--- config.mk ---
export PLATFORM = sky130hd
export DESIGN_NAME = wake_evt_regs
export DESIGN_NICKNAME = d
export VERILOG_FILES = /design/src/rtl/wake_evt_pkg.sv /design/src/rtl/wake_sync.sv /design/src/rtl/wake_clk_stall.sv /design/src/rtl/wake_evt_regs.sv
export SDC_FILE = /design/constraint.sdc
export NUM_CORES = 1
export LEC_CHECK = 0
export BUFFER_PORTS_ARGS = -buffer_cell sky130_fd_sc_hd__buf_2
export CAP_MARGIN = 20
export CELL_PAD_IN_SITES_DETAIL_PLACEMENT = 2
export CELL_PAD_IN_SITES_GLOBAL_PLACEMENT = 2
export CORE_MARGIN = 2
export CORE_UTILIZATION = 34
export CTS_BUF_LIST = sky130_fd_sc_hd__clkbuf_4 sky130_fd_sc_hd__clkbuf_8
export DETAILED_ROUTE_END_ITERATION = 8
export GPL_TIMING_DRIVEN = 0
export PLACE_DENSITY = 0.92
export SYNTH_ARGS = -nofsm -noshare
export SYNTH_HDL_FRONTEND = slang
export SYNTH_SLANG_ARGS = --single-unit
--- constraint.sdc ---
create_clock -name clk -period 3 [get_ports clk]
set_clock_uncertainty 0.15 [all_clocks]
set_input_delay 0.6 -clock clk [delete_from_list [all_inputs] [get_ports clk]]
set_output_delay 0.6 -clock clk [all_outputs]
set_load 0.005 [all_outputs]
--- src/rtl/wake_evt_pkg.sv ---
package wake_evt_pkg;
  localparam int REG_W   = 16;
  localparam int B_THRM  = 0;
  localparam int B_TOVR  = 1;
  localparam int B_USB   = 3;
  localparam int B_CODEC = 5;
  localparam int B_RING  = 8;
  localparam int B_PME   = 11;
  localparam logic [REG_W-1:0] STS_MASK  = 16'h092B;
  localparam logic [REG_W-1:0] EN_MASK   = 16'h0929;
  localparam logic [REG_W-1:0] WAKE_MASK = 16'h0928;
  localparam logic [REG_W-1:0] IRQ_MASK  = 16'h0801;
  localparam logic [REG_W-1:0] RSM_STS   = 16'h000B;
  localparam logic [REG_W-1:0] RTC_STS   = 16'h0920;
  localparam logic [REG_W-1:0] RSM_EN    = 16'h08FF;
  localparam logic [REG_W-1:0] RTC_EN    = 16'hFF00;
endpackage

--- src/rtl/wake_sync.sv ---
module wake_sync #(
  parameter int W = 1
) (
  input  logic         clk,
  input  logic         rst,
  input  logic [W-1:0] d,
  output logic [W-1:0] q
);
  logic [W-1:0] s1;
  always_ff @(posedge clk) begin
    if (rst) begin
      s1 <= '0;
      q  <= '0;
    end else begin
      s1 <= d;
      q  <= s1;
    end
  end
endmodule

--- src/rtl/wake_clk_stall.sv ---
module wake_clk_stall #(
  parameter int STALL_CYCLES = 16
) (
  input  logic clk,
  input  logic rst,
  input  logic bclk_s,
  output logic stalled
);
  localparam int CW = $clog2(STALL_CYCLES + 1);
  localparam logic [CW-1:0] LIMIT = CW'(STALL_CYCLES);
  logic          prev;
  logic [CW-1:0] cnt;
  always_ff @(posedge clk) begin
    if (rst) begin
      prev <= 1'b0;
      cnt  <= '0;
    end else begin
      prev <= bclk_s;
      if (bclk_s != prev) cnt <= '0;
      else if (cnt != LIMIT) cnt <= cnt + 1'b1;
    end
  end
  assign stalled = (cnt == LIMIT);
endmodule

--- src/rtl/wake_evt_regs.sv ---
module wake_evt_regs
  import wake_evt_pkg::*;
#(
  parameter int STALL_CYCLES = 16,
  parameter int N_EDGE       = 5
) (
  input  logic             clk,
  input  logic             rst,
  input  logic             rsm_rst,
  input  logic             rtc_rst,
  input  logic             pwrbtn_ovr,
  input  logic             reg_addr,
  input  logic             reg_wr,
  input  logic [REG_W-1:0] reg_wdata,
  output logic [REG_W-1:0] reg_rdata,
  input  logic [1:0]       codec_din,
  input  logic             codec_bitclk,
  input  logic             codec_gint,
  input  logic             usb_wake,
  input  logic             thrm_in,
  input  logic             thrm_pol,
  input  logic             thrm_ovr,
  input  logic             ring_in,
  input  logic             pme_in,
  output logic             wake_req,
  output logic             pm_irq
);
  localparam int N_SYNC = N_EDGE + 4;

  logic [N_SYNC-1:0] raw, syn;
  assign raw = {codec_bitclk, codec_din, codec_gint,
                pme_in, ring_in, thrm_ovr, thrm_in, usb_wake};

  wake_sync #(.W(N_SYNC)) u_sync (
    .clk(clk), .rst(rst), .d(raw), .q(syn)
  );

  logic bclk_s, gint_s, stalled;
  logic [1:0] din_s;
  assign bclk_s = syn[N_SYNC-1];
  assign din_s  = syn[N_SYNC-2 -: 2];
  assign gint_s = syn[N_EDGE];

  wake_clk_stall #(.STALL_CYCLES(STALL_CYCLES)) u_stall (
    .clk(clk), .rst(rst), .bclk_s(bclk_s), .stalled(stalled)
  );

  // Level view of pulse sources; thermal level adjusted by polarity
  logic [N_EDGE-1:0] lvl, lvl_q, rise;
  always_comb begin
    lvl    = syn[N_EDGE-1:0];
    lvl[1] = ~(syn[1] ^ thrm_pol);
  end

  always_ff @(posedge clk) begin
    if (rst) lvl_q <= '1;
    else     lvl_q <= lvl;
  end

  genvar gi;
  generate
    for (gi = 0; gi < N_EDGE; gi++) begin : g_edge
      assign rise[gi] = lvl[gi] & ~lvl_q[gi];
    end
  endgenerate

  // Hardware set vector
  logic [REG_W-1:0] sts_set;
  always_comb begin
    sts_set          = '0;
    sts_set[B_USB]   = rise[0];
    sts_set[B_THRM]  = rise[1];
    sts_set[B_TOVR]  = rise[2];
    sts_set[B_RING]  = rise[3];
    sts_set[B_PME]   = rise[4];
    sts_set[B_CODEC] = gint_s | (stalled & (|din_s));
  end

  logic [REG_W-1:0] sts_q, en_q, sts_d, en_d, sts_clr;
  always_comb begin
    sts_clr = (reg_wr && !reg_addr) ? reg_wdata : '0;
    sts_d   = ((sts_q & ~sts_clr) | sts_set) & STS_MASK;
    if (rsm_rst) sts_d = sts_d & ~RSM_STS;
    if (rtc_rst) sts_d = sts_d & ~RTC_STS;

    en_d = (reg_wr && reg_addr) ? (reg_wdata & EN_MASK) : en_q;
    if (rsm_rst)    en_d = en_d & ~RSM_EN;
    if (rtc_rst)    en_d = en_d & ~RTC_EN;
    if (pwrbtn_ovr) en_d = '0;
  end

  always_ff @(posedge clk) begin
    sts_q <= sts_d;
    en_q  <= en_d;
  end

  always_ff @(posedge clk) begin
    if (rst) begin
      reg_rdata <= '0;
      wake_req  <= 1'b0;
      pm_irq    <= 1'b0;
    end else begin
      reg_rdata <= reg_addr ? en_q : sts_q;
      wake_req  <= |(sts_q & en_q & WAKE_MASK);
      pm_irq    <= |(sts_q & en_q & IRQ_MASK);
    end
  end
endmodule

# Word level (Yosys, flattened, before mapping)
# Index checks and enable logic that the tools add are counted.
# op_classes
n_mux,5
n_eq_ne,3
reduce_logical,9
bitwise,18
n_addsub,1
# op_table
cell,count
16-bit two-way mux,2
12-bit AND,2
12-bit two-way mux,2
12-bit NOT,1
12-bit bitwise OR,1
2-bit OR reduction,4
1-bit AND,6
1-bit NOT,6
5-bit by 1-bit adder with 5-bit output (second input constant),1
5-bit equality test (second input constant),1
5-bit inequality test (second input constant),1
4-bit two-way mux,1
4-bit OR reduction,1
3-bit OR reduction,1
1-bit logical AND,2
1-bit logical NOT,1
1-bit inequality test,1
1-bit bitwise OR,1
1-bit bitwise XOR,1
# totals
inputBits,33
output_inout_bits,18
ff_bits,70

# Logic depth before layout (Yosys ltp)
# Gate-level depths: netlist of run 1.
# depth
ltp_word,7
depth_mapped,5
mapped_depth_nobuf,5

# Modules after synthesis
# A second synthesis of run 1 with hierarchy kept.
# unflattened
hier_cells,161
area_unflattened_um2,1720.4
# modules_own_cells
module,n_inst,area_per_inst_um2,cells_each
wake_evt_regs,1,957.2,97
wake_sync,1,489.2,37
wake_clk_stall,1,274.0,27

# Least setup slack after synthesis of run 1
# Ideal clock, no wire load.
# synth_timing
path_kind,input-to-reg
from,in reg_addr
to,reg sts_q[5]
setup_ns,0.123
setup_slack_ns,1.560
arrival_time_ns,1.167
cell_stages,4
path_buffers,1
cell_sequence,buf_4 -> nand2b_1 -> o21ai_0 -> a31oi_1
# synth_between
elab_chain_cells,6
# synth_rtl
item,line_no,rtl
from (decl),wake_evt_regs.sv:12,"input logic reg_addr,"
1-bit logical NOT,wake_evt_regs.sv:81,sts_clr = (reg_wr && !reg_addr) ? reg_wdata : '0;
1-bit logical AND,wake_evt_regs.sv:81,
12-bit two-way mux,wake_evt_regs.sv:81,
12-bit NOT,wake_evt_regs.sv:82,sts_d = ((sts_q & ~sts_clr) | sts_set) & STS_MASK;
12-bit AND,wake_evt_regs.sv:82,
12-bit bitwise OR,wake_evt_regs.sv:82,
to (signal assigned),wake_evt_regs.sv:93,sts_q <= sts_d;
to (decl),wake_evt_regs.sv:79,"logic [REG_W-1:0] sts_q, en_q, sts_d, en_d, sts_clr;"
# Every way passes these cells.
# A chain may end at the register's enable or synchronous reset.

# Worst setup path in the final report of run 1
# layout_timing
from,reg pm_irq
to,out pm_irq
# layout_lines
item,line_no,rtl
from (decl),wake_evt_regs.sv:26,output logic pm_irq
from (signal assigned),wake_evt_regs.sv:105,pm_irq <= |(sts_q & en_q & IRQ_MASK);
# No word-level cell between the ends.

==> results.json, run 1 <==
{
  "wl_per_cell_um": 12.66,
  "cts_made_buffers": 5,
  "avgSynthCellArea_um2": 10.48,
  "startpoint": "pm_irq",
  "post_cts_resize_count": 0,
  "grt_usage_pct": 14.12,
  "place.gp.congestion": 0.7222,
  "hp-start": "u_sync.s1[0]",
  "via_per_inst": 4.415,
  "final.setup.tns_ps": 0,
  "worstPathMaxFanout": 1,
  "clk_latency_ps": 290,
  "start_kind": "flip-flop",
  "max_freq_mhz": 680.8,
  "status": "completed",
  "ioPinCount": 51,
  "placementRows": 25,
  "worstSetupPathType": "reg -> out",
  "clk_pin_slew_ps": 80,
  "leakage_uw": 0.0009248,
  "netlist_area_um2": 1687,
  "hp-class": "reg -> reg",
  "place_area_um2": 1949,
  "final_nets": 241,
  "cts_tree": "done",
  "netlist.area_leader.share_pct": 56.97,
  "whs_path_depth": 1,
  "cts_hold_buf": 0,
  "vias": 1201,
  "die_y_um": 74.43,
  "io_buffers": 29,
  "dieWidth_um": 74.43,
  "synth_edf_count": 0,
  "ys_types": 26,
  "rsz0062_at_grt": "false",
  "seq_area_frac_synth_pct": 56.97,
  "period_needed_ps": 1469,
  "design_area_um2": 2048,
  "cts_sinks": 48,
  "dr.pass1.iters": 2,
  "slew_violations": 0,
  "timing.rr.start": "u_stall.cnt[0]",
  "worstPathCellList": "buf_2",
  "cpLargestDelayFamily": "flip-flops",
  "fin_cells": 272,
  "initial_core_util_pct": 35.47,
  "hold_path_end": "u_sync.q[0]",
  "period_share_pct": 48.96,
  "ff2ff_path_depth": 5,
  "reg2reg_slack_ps": 1590,
  "grtUsageMet3_pct": 3.523,
  "cp-end-kind": "output port",
  "setup_viol": 0,
  "final_core_util_pct": 43.08,
  "grt_max_degree": 14,
  "cp.arrival_ps": 720,
  "synth.largest_area_cell": "dfxtp_1",
  "ys_ff_latch": 48,
  "h-tree-depth": 2,
  "slowest_stage": "dfxtp_1",
  "crit_path_max_incr_delay_ps": 310,
  "r2r-end": "u_stall.cnt[1]",
  "grtUsageMet1_pct": 14.81,
  "drive_above_1_share_pct": 26.83,
  "dr.first_iter.drc_count": 30,
  "grt.busiest_layer": "met2",
  "drcViolationCount": 0,
  "yosysWarnings": 0,
  "use_met2_pct": 25.76,
  "fp.coreArea_um2": 4755,
  "n_antenna_cell": 0,
  "syn_inst": 161,
  "vdd_drop_max_mv": 0.2527,
  "grt_pass1_vias": 1279,
  "yosys_most_used_dff": "dfxtp_1",
  "clk_path_buf_depth": 2,
  "crit_buf_inv": 1,
  "ys_top_cells_by_area": "dfxtp_1, nor2b_1, mux2i_1",
  "cap_violations": 0,
  "dp_cells": 266,
  "synthArstFlopShare_pct": 0,
  "grt-ovfl-total": 0,
  "syn2layout_area_growth_pct": 21.44,
  "finalWirelength_mm": 3.443,
  "antenna_found_initial": 0,
  "cts_root_buffer": "clkbuf_8",
  "cellPowerDensity_nw_per_um2": 584.5,
  "dp_hpwl_mm": 2.598,
  "p_total_uw": 1197,
  "die-area_um2": 5540,
  "cts_setup_buffers": 0,
  "ant_nets": 0,
  "grt_pass1_wl_mm": 5.671,
  "cp.required_ps": 2250,
  "hold_violations": 0
}
-- state kept, by name (all words and copies together), names as in the netlist --
name,cells
sts_q,6
reg_rdata,6
lvl_q,5
u_sync.s1,9
wake_req,1
u_stall.cnt,5
pm_irq,1
u_sync.q,9
u_stall.prev,1
en_q,5
-- layout by cell type (no fill, tap or decap), drive strengths merged --
cell and count:
a21oi 6, a22oi 1, a31oi 2, and4bb 1, buf 41, bufinv 1, clkbuf 7, conb 10
dfxtp 48, ha 2, inv 9, mux2i 11, nand2 4, nand2b 7, nand3 2, nor2 8
nor2b 19, nor3 6, nor3b 1, nor4 1, o21ai 7, or2 5, xnor2 3, xor2 3
-- layout make-up --
cell class,instances,area (µm²)
Fill cell,544,2706
Tap cell,67,83.83
Multi-Input combinational cell,99,630.6
Sequential cell,48,960.9
Clock buffer,5,68.82
Buffer,14,95.09
Timing Repair Buffer,29,145.1
Clock inverter,1,30.03
Inverter,9,33.78
-- synthesized netlist by cell type (3+ instances only) --
| library cell | count |
|---|---|
| nor2_1 | 8 |
| dfxtp_1 | 48 |
| xnor2_1 | 3 |
| nand2b_1 | 7 |
| nor2b_1 | 19 |
| nor3_1 | 6 |
| inv_1 | 9 |
| buf_4 | 11 |
| o21ai_0 | 6 |
| xor2_1 | 3 |
| mux2i_1 | 11 |
| nand2_1 | 3 |
| or2_2 | 5 |
| a21oi_1 | 6 |
-- per-stage QoR --
step | setup slack, ps | hold slack (ps)
finish | 1531 | 292.8
CTS | 1514 | 294.8
global route | 1476 | 306.6
global placement | 1434 | 268.9
floorplan | 1560 | 263.8
detailed placement | 1422 | 275.1
-- metal layers --
metal  part of all wire, %  wire [µm]
met5                     0          0
met4                   2.6         88
met3                   5.8        199
met2                    51       1766
met1                    40       1388
-- report_power, final --
part           internal, µW  switching (µW)  total, µW
registers               662            11.7        674
clock network           239             193        433
logic                  46.5            43.9       90.5
-- worst max path at each step --
stage,endpoint,slack (ps),cells past startpoint
floorplan,sts_q[5],1560,4
global placement,sts_q[5],1430,4
detailed placement,sts_q[0],1420,4
CTS,reg_rdata[11],1510,1
global route,reg_rdata[1],1480,1
finish,pm_irq,1530,1
-- logic make-up (layout without fill, tap and decap cells) --
family                     Yosys count  after routing  share of synthesized area [%]
AOI/OAI and AO/OA                   16             16                          5.267
xor gates and xnor gates             6              6                          3.116
adders and majority gates            2              2                          1.483
buffers and inverters               23             58                          7.641
DFF                                 48             48                          56.97
muxes                               11             11                          6.528
other                                1             10                         0.2223
and+or+nand+nor                     54             54                          18.77
(Power assumes the default switching activity.)
==> run 2: changes to the inputs <==
--- a/config.mk
+++ b/config.mk
@@ -10,11 +10,11 @@
 export CELL_PAD_IN_SITES_DETAIL_PLACEMENT = 2
 export CELL_PAD_IN_SITES_GLOBAL_PLACEMENT = 2
 export CORE_MARGIN = 2
-export CORE_UTILIZATION = 34
+export CORE_UTILIZATION = 29
 export CTS_BUF_LIST = sky130_fd_sc_hd__clkbuf_4 sky130_fd_sc_hd__clkbuf_8
 export DETAILED_ROUTE_END_ITERATION = 8
 export GPL_TIMING_DRIVEN = 0
-export PLACE_DENSITY = 0.92
+export PLACE_DENSITY = 0.84
 export SYNTH_ARGS = -nofsm -noshare
 export SYNTH_HDL_FRONTEND = slang
 export SYNTH_SLANG_ARGS = --single-unit
==> constraint.sdc (replaced) <==
create_clock -name clk -period 1.26 [get_ports clk]
set_clock_uncertainty 0.15 [all_clocks]
set_input_delay 0.252 -clock clk [delete_from_list [all_inputs] [get_ports clk]]
set_output_delay 0.252 -clock clk [all_outputs]
set_load 0.005 [all_outputs]
==> results.json, run 2 (synthesis gave the netlist of run 1 again) <==
{
  "cellPowerDensity_nw_per_um2": 1327,
  "leakage_uw": 0.0009416,
  "clk_latency_ps": 290,
  "hold_violations": 0,
  "placementRows": 27,
  "whs_ps": 10.96,
  "fin_cells": 284,
  "place.gp.congestion": 0.7544,
  "grt_pass1_vias": 1198,
  "slowest_stage": "dfxtp_2",
  "comb_power_share_pct": 8.8,
  "start_kind": "flip-flop",
  "cp.arrival_ps": 1360,
  "cp-end-kind": "flip-flop",
  "cts_made_buffers": 5,
  "period_needed_ps": 1322,
  "die_y_um": 80.26,
  "clk_path_buf_depth": 2,
  "grt_pass1_wl_mm": 5.561,
  "cts_tree": "done",
  "cts_hold_buf": 0,
  "seq_power_share_pct": 57.2,
  "die-area_um2": 6442,
  "p_sw_share_pct": 23.20,
  "p_int_uw": 2154,
  "nFillCells": 628,
  "biggestRegsByFlops": "u_sync.q x9, u_sync.s1 x9",
  "period_share_pct": 105.0,
  "whs_path_depth": 2,
  "h-tree-depth": 2,
  "max_freq_mhz": 756.2,
  "wl_per_cell_um": 11.79,
  "final_common_cell": "dfxtp_1",
  "setup_ws_ps": -62.49,
  "worstPathMaxFanout": 4,
  "cts_root_buffer": "clkbuf_8",
  "dieWidth_um": 80.26,
  "reg2reg_slack_ps": -60,
  "place_area_um2": 1956,
  "drive_above_1_share_pct": 32.55,
  "path_depth": 5,
  "cap_violations": 0,
  "grt_max_degree": 16,
  "clk_pin_slew_ps": 90,
  "grt_usage_pct": 11.16,
  "n_antenna_cell": 0,
  "design_area_um2": 2113,
  "ff2ff_path_depth": 5,
  "cp.required_ps": 1300,
  "setup_viol": 3,
  "cpLargestDelayFamily": "flip-flops",
  "dp_hpwl_mm": 2.475,
  "drcViolationCount": 0,
  "rsz0062_at_grt": "true",
  "io_buffers": 29,
  "worstSetupPathType": "reg -> reg",
  "antenna_found_initial": 0,
  "initial_core_util_pct": 30.26,
  "status": "finished, violations left",
  "vdd_drop_max_mv": 0.4706,
  "ioPinCount": 51,
  "slew_violations": 0,
  "syn2layout_area_growth_pct": 25.30,
  "final_cell_mix": "dfxtp_1, buf_2, nor2b_1",
  "grt-ovfl-total": 0,
  "cts_sinks": 48,
  "p_sw_uw": 650.8,
  "worstPathCellList": "inv_2 > ha_4 > and4bb_4 > mux2i_1 > nor2_1",
  "crit_path_max_incr_delay_ps": 340,
  "via_per_inst": 4.218,
  "dr.pass1.iters": 3,
  "vias": 1198,
  "p_clk_share_pct": 34.0,
  "p_total_uw": 2805,
  "place_ws_ps": -103.3,
  "hp-class": "in -> reg",
  "ant_nets": 0,
  "dr.first_iter.drc_count": 41,
  "final_nets": 246,
  "finalWirelength_mm": 3.349,
  "crit_buf_inv": 1,
  "dp_cells": 271,
  "fp.coreArea_um2": 5574,
  "violations": "negative setup slack"
}
==> run 2: final timing paths <==
check,from,endpoint
worst max-delay path,u_stall.cnt[0],u_stall.cnt[1]
worst min-delay path,codec_bitclk,u_sync.s1[8]
worst max register to register,u_stall.cnt[0],u_stall.cnt[1]
worst min register to register,u_sync.s1[3],u_sync.q[3]
==> run 2: per-layer routing <==
metal / up-vias / global-route usage [%] / share of wire, %
met1: 562 / 12.91 / 43
met2: 38 / 19.33 / 49
met4: 0 / 4.576 / 1.6
met3: 4 / 3.034 / 6.8
li1: 594 / - / -
met5: - / 0 / 0
==> run 2: what timing repair did <==
action / in CTS / in global routing
gates resized for setup: 5 / 2
setup endpoints to repair: 5 / 6
gates cloned: 0 / 0
buffers inserted: 4 / 1
pin swaps: 0 / 3
==> run 2: layout make-up <==
cell class,count,area [µm²],share of cell area (%)
well taps,72,90.09,4.263
plain buffers,14,95.09,4.500
clock buffers,6,82.58,3.908
multi-input cells,99,650.6,30.79
clock inverters,2,15.01,0.7105
inverters,9,33.78,1.599
flip-flops and latches,48,963.4,45.59
repair buffers,34,182.7,8.644
==> run 2: through the flow <==
step	util, %	setup TNS (ps)
after global placement	35.08	-78.63
final	37.91	-110.1
after global routing	37.91	-342.9
after detailed placement	35.08	-180.1
after floorplan	-	0
after CTS	37.64	-76.24
==> run 2: power groups by stage <==
| stage | combinational, µW | clock [µW] | sequential [µW] |
|---|---|---|---|
| after global placement | 205 | 0 | 1640 |
| after floorplan | 138 | 0 | 1630 |
| after CTS | 239 | 994 | 1600 |
| final | 246 | 955 | 1600 |
| after detailed placement | 213 | 0 | 1640 |
| after global routing | 275 | 1060 | 1610 |
==> run 3: changes to the inputs <==
--- a/config.mk
+++ b/config.mk
@@ -9,7 +9,7 @@
 export CAP_MARGIN = 20
 export CELL_PAD_IN_SITES_DETAIL_PLACEMENT = 2
 export CELL_PAD_IN_SITES_GLOBAL_PLACEMENT = 2
-export CORE_MARGIN = 2
+export CORE_MARGIN = 4
 export CORE_UTILIZATION = 29
 export CTS_BUF_LIST = sky130_fd_sc_hd__clkbuf_4 sky130_fd_sc_hd__clkbuf_8
 export DETAILED_ROUTE_END_ITERATION = 8
==> results.json, run 3 (synthesis gave the netlist of run 1 again) <==
{
  "dp_cells": 271,
  "initial_core_util_pct": 30.26,
  "start_kind": "flip-flop",
  "leakage_uw": 0.0009636,
  "seq_power_share_pct": 52.8,
  "hp-start": "codec_gint",
  "period_share_pct": 104.2,
  "final_nets": 246,
  "dieWidth_um": 84.26,
  "cp.arrival_ps": 1350,
  "cp.required_ps": 1290,
  "drcViolationCount": 0,
  "whs_path_depth": 2,
  "die_y_um": 84.26,
  "final_cell_mix": "dfxtp_1, buf_2, nor2b_1",
  "cts_sinks": 48,
  "cts_root_buffer": "clkbuf_8",
  "register_area_um2": 963.4,
  "ff2ff_path_depth": 5,
  "grt_pass1_wl_mm": 6.003,
  "reg2reg_slack_ps": -50,
  "worstSetupPathType": "reg -> reg",
  "multi_input_area_um2": 660.6,
  "antenna_found_initial": 0,
  "h-tree-depth": 2,
  "comb_power_share_pct": 8.1,
  "p_sw_share_pct": 20.72,
  "max_freq_mhz": 761.8,
  "grt_max_degree": 15,
  "via_per_inst": 4.250,
  "syn2layout_area_growth_pct": 27.60,
  "place.gp.congestion": 0.7123,
  "cellPowerDensity_nw_per_um2": 1412,
  "grt_pass1_vias": 1346,
  "period_needed_ps": 1313,
  "fin_cells": 284,
  "cts_tree": "done",
  "wl_per_cell_um": 12.35,
  "rsz0062_at_grt": "true",
  "ioPinCount": 51,
  "place_ws_ps": -96.77,
  "ant_nets": 0,
  "violations": "negative setup slack",
  "grt_usage_pct": 10.80,
  "timing.rr.start": "u_stall.cnt[1]",
  "die-area_um2": 7100,
  "p_int_uw": 2409,
  "vias": 1207,
  "hold_path_end": "u_sync.s1[5]",
  "p_sw_uw": 629.6,
  "clk_path_buf_depth": 2,
  "placementRows": 27,
  "finalWirelength_mm": 3.508,
  "hold_violations": 0,
  "dr.pass1.iters": 2,
  "clk_pin_slew_ps": 80,
  "final_common_cell": "dfxtp_1",
  "io_buffers": 29,
  "setup_viol": 2,
  "r2r-end": "u_stall.cnt[1]",
  "grt-ovfl-total": 0,
  "setup_ws_ps": -52.64,
  "fp.coreArea_um2": 5574,
  "status": "finished, violations left",
  "worstPathMaxFanout": 5,
  "dp_hpwl_mm": 2.558,
  "vdd_drop_max_mv": 0.4134,
  "dr.first_iter.drc_count": 15,
  "cap_violations": 0,
  "hp-class": "in -> reg",
  "clk_latency_ps": 290,
  "p_clk_share_pct": 39.1,
  "cts_hold_buf": 0,
  "biggestRegsByFlops": "u_sync.q x9, u_sync.s1 x9",
  "slew_violations": 0,
  "cp-end-kind": "flip-flop",
  "drive_above_1_share_pct": 32.55,
  "nFillCells": 621,
  "n_antenna_cell": 0,
  "final.setup.tns_ps": -52.66,
  "cts_made_buffers": 5
}
## run 3: power by group through the flow
| stage | clock, µW | combinational (µW) | sequential, µW |
|---|---|---|---|
| floorplan | 0 | 138 | 1630 |
| global placement | 0 | 206 | 1640 |
| detailed placement | 0 | 213 | 1640 |
| CTS | 1230 | 245 | 1610 |
| global route | 1300 | 284 | 1610 |
| finish | 1190 | 248 | 1600 |
## run 3: critical path, stage by stage (launching register included)
cell and delay (ps):
dfxtp_2 330, inv_2 60, ha_4 120, and4bb_4 280, mux2i_1 190, nor2_1 60
## run 3: repair_timing
item                       CTS  global route
pin swaps                    2             1
setup endpoints to repair    4             4
setup buffers                4             1
gates resized for setup      7             1
## run 3: worst max path at each step
stage / startpoint / to / slack [ps] / depth (start not counted)
CTS: u_stall.cnt[1] / u_stall.cnt[1] / -60 / 5
floorplan: u_stall.cnt[0] / u_stall.cnt[1] / 7 / 5
detailed placement: u_stall.cnt[1] / u_stall.cnt[1] / -100 / 5
global placement: u_stall.cnt[0] / u_stall.cnt[1] / -70 / 5
finish: u_stall.cnt[1] / u_stall.cnt[1] / -50 / 5
global route: u_stall.cnt[1] / u_stall.cnt[1] / -110 / 5
## run 3: routing by layer
| metal | wire length [µm] | up-vias | GRT usage [%] | part of all wire, % |
|---|---|---|---|---|
| met2 | 1777 | 38 | 18.79 | 51 |
| met1 | 1461 | 570 | 11.76 | 42 |
| met5 | 0 | - | 0 | 0 |
| met4 | 80 | 0 | 5.994 | 2.3 |
| met3 | 188 | 6 | 3.042 | 5.4 |
| li1 | - | 593 | - | - |
## run 3: area by class of cell
cell class                 count  area share, %
inverter                       9          1.570
clock inverter                 1          1.395
tap                           72          4.186
sequential                    48          44.77
multi-input combinational     99          30.70
buffer                        14          4.419
clock buffer                   7          4.477
timing repair buffer          34          8.488
## run 3: per-stage QoR
| step | util [%] | instance area, µm² | hold slack, ps | total power (µW) |
|---|---|---|---|---|
| floorplan | - | 1720 | 171.1 | 1771 |
| global placement | 35.08 | 1956 | 269.4 | 1843 |
| detailed placement | 35.08 | 1956 | 276.5 | 1856 |
| CTS | 38.29 | 2135 | 6.641 | 3084 |
| global route | 38.61 | 2152 | 8.975 | 3195 |
| finish | 38.61 | 2152 | 16.28 | 3039 |
